--- config.mk ---
export PLATFORM = sky130hd
export DESIGN_NAME = ramclk_gen
export DESIGN_NICKNAME = d
export VERILOG_FILES = /design/src/rtl/ramclk_pkg.sv /design/src/rtl/ramclk_ctrl.sv /design/src/rtl/ramclk_dp.sv /design/src/rtl/ramclk_gen.sv
export SDC_FILE = /design/constraint.sdc
export NUM_CORES = 1
export LEC_CHECK = 0
export ABC_AREA = 1
export BUFFER_PORTS_ARGS = -buffer_cell sky130_fd_sc_hd__buf_4
export CAP_MARGIN = 30
export CELL_PAD_IN_SITES_DETAIL_PLACEMENT = 0
export CELL_PAD_IN_SITES_GLOBAL_PLACEMENT = 2
export CORE_AREA = 2 2 64 66
export DETAILED_ROUTE_END_ITERATION = 10
export DIE_AREA = 0 0 66 68
export GPL_TIMING_DRIVEN = 0
export PLACE_DENSITY = 0.9
export RECOVER_POWER = 25
export SYNTH_ARGS = -nofsm -noshare
export SYNTH_HDL_FRONTEND = slang
export SYNTH_SLANG_ARGS = --single-unit
--- constraint.sdc ---
create_clock -name coreClk -period 7.53 [get_ports coreClk]
set_input_delay 1.8825 -clock coreClk [delete_from_list [all_inputs] [get_ports coreClk]]
set_output_delay 1.8825 -clock coreClk [all_outputs]
set_load 0.03 [all_outputs]
--- src/rtl/ramclk_pkg.sv ---
package ramclk_pkg;
  localparam int CODE_W = 3;
  localparam int HALF_W = 3;

  typedef enum logic [CODE_W-1:0] {
    RC_OFF    = 3'b000,
    RC_DIV1   = 3'b001,
    RC_DIV1P5 = 3'b010,
    RC_RSV3   = 3'b011,
    RC_DIV2   = 3'b100,
    RC_DIV2P5 = 3'b101,
    RC_DIV3   = 3'b110,
    RC_RSV7   = 3'b111
  } ratioCode_e;

  typedef struct packed {
    logic              run;
    logic [HALF_W-1:0] halfLen;
    logic [HALF_W-1:0] highLen;
  } dpCtrl_t;

  // Output period length in core half-periods; zero means stopped.
  function automatic logic [HALF_W-1:0] halfLenOf(logic [CODE_W-1:0] code);
    case (ratioCode_e'(code))
      RC_DIV1:   return HALF_W'(2);
      RC_DIV1P5: return HALF_W'(3);
      RC_DIV2:   return HALF_W'(4);
      RC_DIV2P5: return HALF_W'(5);
      RC_DIV3:   return HALF_W'(6);
      default:   return '0;
    endcase
  endfunction
endpackage

--- src/rtl/ramclk_ctrl.sv ---
module ramclk_ctrl
  import ramclk_pkg::*;
#(
  parameter int LOCK_CYCLES = 64
) (
  input  logic              coreClk,
  input  logic              rstN,
  input  logic [CODE_W-1:0] ratioCode,
  input  logic              zzEn,
  input  logic              lowPower,
  input  logic              periodStart,
  output dpCtrl_t           strobes,
  output logic              ratioValid,
  output logic              dllEn,
  output logic              clkStable,
  output logic              ramZz
);
  localparam int LCW = $clog2(LOCK_CYCLES + 1);

  logic [CODE_W-1:0] activeCode;
  logic [CODE_W-1:0] effCode;
  logic [HALF_W-1:0] effHalf;
  logic [LCW-1:0]    lockCnt;
  logic              codeSwap;

  // A new code is only taken at a period boundary.
  always_comb begin
    effCode  = periodStart ? ratioCode : activeCode;
    effHalf  = halfLenOf(effCode);
    codeSwap = periodStart && (ratioCode != activeCode);
    strobes.run     = (effHalf != '0);
    strobes.halfLen = effHalf;
    strobes.highLen = HALF_W'((effHalf + HALF_W'(1)) >> 1);
  end

  always_ff @(posedge coreClk or negedge rstN) begin
    if (!rstN) begin
      activeCode <= RC_OFF;
      lockCnt    <= '0;
      ramZz      <= 1'b0;
    end else begin
      activeCode <= effCode;
      ramZz      <= zzEn && lowPower;
      if (!strobes.run || codeSwap)
        lockCnt <= '0;
      else if (lockCnt != LCW'(LOCK_CYCLES))
        lockCnt <= lockCnt + LCW'(1);
    end
  end

  assign ratioValid = (halfLenOf(activeCode) != '0);
  assign dllEn      = ratioValid;
  assign clkStable  = (lockCnt == LCW'(LOCK_CYCLES));

  // the code in effect only moves at a period boundary
  p_hold_code_r6: assert property (@(posedge coreClk) disable iff (!rstN)
    !periodStart |=> $stable(activeCode));
  // a stable flag implies a dividing code is applied
  p_stable_valid_r10: assert property (@(posedge coreClk) disable iff (!rstN)
    clkStable |-> ratioValid);
  // sleep request follows one cycle after an enabled low-power mode
  p_zz_follow_r9: assert property (@(posedge coreClk) disable iff (!rstN)
    (zzEn && lowPower) |=> ramZz);
  // no sleep request without its enable
  p_zz_off_r9: assert property (@(posedge coreClk) disable iff (!rstN)
    !zzEn |=> !ramZz);
endmodule

--- src/rtl/ramclk_dp.sv ---
module ramclk_dp
  import ramclk_pkg::*;
(
  input  logic    coreClk,
  input  logic    rstN,
  input  dpCtrl_t strobes,
  input  logic    gateReq,
  output logic    periodStart,
  output logic    divClkEn,
  output logic    ramClk
);
  logic [HALF_W-1:0] idx;
  logic [HALF_W-1:0] idx1;
  logic [HALF_W-1:0] idx2;
  logic              posBit;
  logic              negPending;
  logic              negBit;

  // Positions of the two half-periods in this core cycle and the next one.
  always_comb begin
    idx1 = (idx + HALF_W'(1) == strobes.halfLen) ? '0 : idx + HALF_W'(1);
    idx2 = (idx1 + HALF_W'(1) == strobes.halfLen) ? '0 : idx1 + HALF_W'(1);
  end

  assign periodStart = (idx == '0);

  always_ff @(posedge coreClk or negedge rstN) begin
    if (!rstN) begin
      idx        <= '0;
      posBit     <= 1'b0;
      negPending <= 1'b0;
      divClkEn   <= 1'b0;
    end else if (!strobes.run) begin
      idx        <= '0;
      posBit     <= 1'b0;
      negPending <= 1'b0;
      divClkEn   <= 1'b0;
    end else begin
      idx        <= idx2;
      posBit     <= (idx  < strobes.highLen);
      negPending <= (idx1 < strobes.highLen);
      divClkEn   <= periodStart;
    end
  end

  // Second half of each core cycle is retimed on the falling edge.
  always_ff @(negedge coreClk or negedge rstN) begin
    if (!rstN) negBit <= 1'b0;
    else       negBit <= negPending;
  end

  assign ramClk = (coreClk ? posBit : negBit) && !gateReq;

  // position never leaves the period selected by the control
  p_idx_range_r3: assert property (@(posedge coreClk) disable iff (!rstN)
    strobes.run |-> (idx < strobes.halfLen));
  // a period begins with its high phase
  p_start_high_r4: assert property (@(posedge coreClk) disable iff (!rstN)
    divClkEn |-> posBit);
  // stopping leaves the pattern low
  p_stop_low_r2: assert property (@(posedge coreClk) disable iff (!rstN)
    !strobes.run |=> (!posBit && !negPending));
endmodule

--- src/rtl/ramclk_gen.sv ---
module ramclk_gen
  import ramclk_pkg::*;
#(
  parameter int LOCK_CYCLES = 64
) (
  input  logic       coreClk,
  input  logic       rstN,
  input  logic [2:0] ratioCode,
  input  logic       clkStopEn,
  input  logic       zzEn,
  input  logic       napMode,
  input  logic       sleepMode,
  output logic       divClkEn,
  output logic       ramClk,
  output logic       ramZz,
  output logic       ratioValid,
  output logic       dllEn,
  output logic       clkStable
);
  dpCtrl_t strobes;
  logic    periodStart;
  logic    lowPower;

  assign lowPower = napMode || sleepMode;

  ramclk_ctrl #(.LOCK_CYCLES(LOCK_CYCLES)) u_ctrl (
    .coreClk    (coreClk),
    .rstN       (rstN),
    .ratioCode  (ratioCode),
    .zzEn       (zzEn),
    .lowPower   (lowPower),
    .periodStart(periodStart),
    .strobes    (strobes),
    .ratioValid (ratioValid),
    .dllEn      (dllEn),
    .clkStable  (clkStable),
    .ramZz      (ramZz)
  );

  ramclk_dp u_dp (
    .coreClk    (coreClk),
    .rstN       (rstN),
    .strobes    (strobes),
    .gateReq    (clkStopEn && lowPower),
    .periodStart(periodStart),
    .divClkEn   (divClkEn),
    .ramClk     (ramClk)
  );
endmodule

==> summary.txt <==
CP Data Arrival Time - 4.97 ns
R2R Path End - u_dp.negBit
Synthesized area - 1310 sq um
Most frequent cells in the layout - nand2_1, inv_1, nand3_1
Cell Area, Placed - 1470 sq um
Grt met1 use - 16.4%
Clock-pin slew on the worst setup and hold paths - 0.06 ns
Ports - 15
Postcts setup bufs - 0
Main synth FF type - dfrtp_1
Outcome - completed
Crit-path max FO - 1
Largest delay share family, worst path - flip-flops
Post-route design area - 1570 sq um
Initial antenna violation count - 0
Setup crit end kind - output pin
Synth-to-layout area growth - 19.9%
Hold_sp - u_dp.idx[2]
Worst path slowest cell - dfrtn_1
Cell Chain, Critical Path - mux2_2 -> nand2_1 -> inv_1 -> buf_4
Asr flop ratio synth - 100%
Hold Slack - 0.525 ns
Post-synth net total - 189
Met3 Use GR - 2.30%
DRT Pass-1 Iters - 4
Final setup violation count - 0
Mapped Cells - 169
Hold Violations, Final - 0
Max-slew violations - 0
# diodes - 0
# port buffers - 14
Via density - 4.55
Synth cell types - 30
CTS-repair resized insts - 0
Max Cap Viol - 0
Post-synth EDFFs - 0
Initial Utilization - 33.8%
Most common cell after layout, fill and taps aside - nand2_1
Final core utilization - 40.6%
Post-route ant nets - 0
GR Util All Layers - 14.1%
Nets - 211
Layer carrying the most global-route usage - met2
Remaining global-route overflow - 0
Critical R2R Launch - u_dp.negPending
Core Box Area - 3860 sq um
DRC violations left - 0
TritonCTS clock tree - yes
Worst Reg2Reg Path Length in Cells - 0
Worst hold path stage count - 1
# rows - 23
Fillers - 401
First DRT Iteration DRCs - 18
Syn_area_per_cell - 7.72 sq um
Reg2Reg Setup Slack - 3.29 ns
#FFs+latches synth - 18
Die H - 68 um
Slew HR - 37.1%
Critical path's largest stage delay - 0.32 ns
Critical Path RT - 5.65 ns
Critical path class - register to output pin
Routed WL - 2690 um
Post-DP HPWL - 2180 um
Hold-fix buffers, CTS - 0
RSZ-0062 raised after global routing - false
Vias in the first global route - 1146
CP bufs+invs - 2
Via Count - 1092
Wire per inst - 11.2 um
Largest net degree at the start of global routing - 19
Clk_skew - 0.0311 ns
GP Congestion - 0.820
Hold Path Class - register to register
Startpoint Class - register
First-pass GRT wire length - 4800 um
Share of cells above drive strength 1 - 22.6%
Tightest Pin Transition - 0.943 ns
Yosys warns - 0
Chip Width - 66 um
Sequential share of the synthesized area - 34.5%
Die area - 4490 sq um
Setup TNS Final - 0 ns
Worst-Skew Late Latency - 0.38 ns
Hold Path End - u_dp.posBit
Global routing usage on met2 - 24.7%
==> state kept, by name, indices dropped and copies added, names as in the netlist <==
signal and flops:
u_dp.negPending 1, u_dp.negBit 1, u_dp.divClkEn 1, u_dp.posBit 1
u_ctrl.lockCnt 7, u_dp.idx 3, u_ctrl.ramZz 1, u_ctrl.activeCode 3
==> synth_stat cells (all sizes together) (2+ instances only) <==
master | n | area [sq um]
nor2 | 7 | 26.3
xor2 | 2 | 17.5
nor3 | 3 | 15.0
a21oi | 7 | 38.8
xnor2 | 3 | 26.3
ha | 11 | 138
nand2 | 51 | 234
nand3 | 24 | 143
o21a | 2 | 15.0
inv | 27 | 101
o21ai | 4 | 20.0
dfrtp | 17 | 425
==> per-stage QoR <==
step | setup WS, ns | instances
global route | 0.610 | 240
detailed placement | 1.10 | 233
CTS | 0.669 | 240
finish | 0.679 | 240
global placement | 1.10 | 233
floorplan | 1.16 | 169
==> layout make-up <==
type                       instances  area [sq um]  area share (%)
multi-input combinational        123           746            47.6
sequential                        18           450            28.8
clock buffer                       8           104            6.63
inverter                          26          97.6            6.24
timing repair buffer              13          93.8            6.00
tap                               50          62.6            4.00
buffer                             1          7.51           0.480
clock inverter                     1          3.75           0.240
==> worst max path at each step <==
stage / cells past startpoint / end / slack [ns] / from
2_1_floorplan: 3 / ramClk / 1.16 / u_dp.negBit
3_3_place_gp: 4 / ramClk / 1.10 / u_dp.negBit
3_5_place_dp: 4 / ramClk / 1.10 / u_dp.negBit
4_1_cts: 4 / ramClk / 0.67 / u_dp.negBit
5_1_grt: 4 / ramClk / 0.61 / u_dp.negBit
6_report: 4 / ramClk / 0.68 / u_dp.negBit
==> cells by family (layout without fill, tap and decap cells) <==
family                     after synthesis  count (layout)  synth area share (%)
DFF                                     18              18                  34.5
AOI/OAI and AO/OA                       16              16                  7.86
buffers and inverters                   28              49                  8.34
xor gates and xnor gates                 5               5                  3.36
muxes                                    1               1                 0.863
adders and majority gates               11              11                  10.5
and+or+nand+nor                         90              90                  34.5
==> routing by layer <==
layer  up-vias  routed length [um]
li1        584                   -
met1       502                1260
met2         4                1390
met3         2                  26
met4         0                  14
met5         -                   0
Power is not shown: default switching activity piles up to over one toggle a cycle in this logic, so the estimate is an artifact.
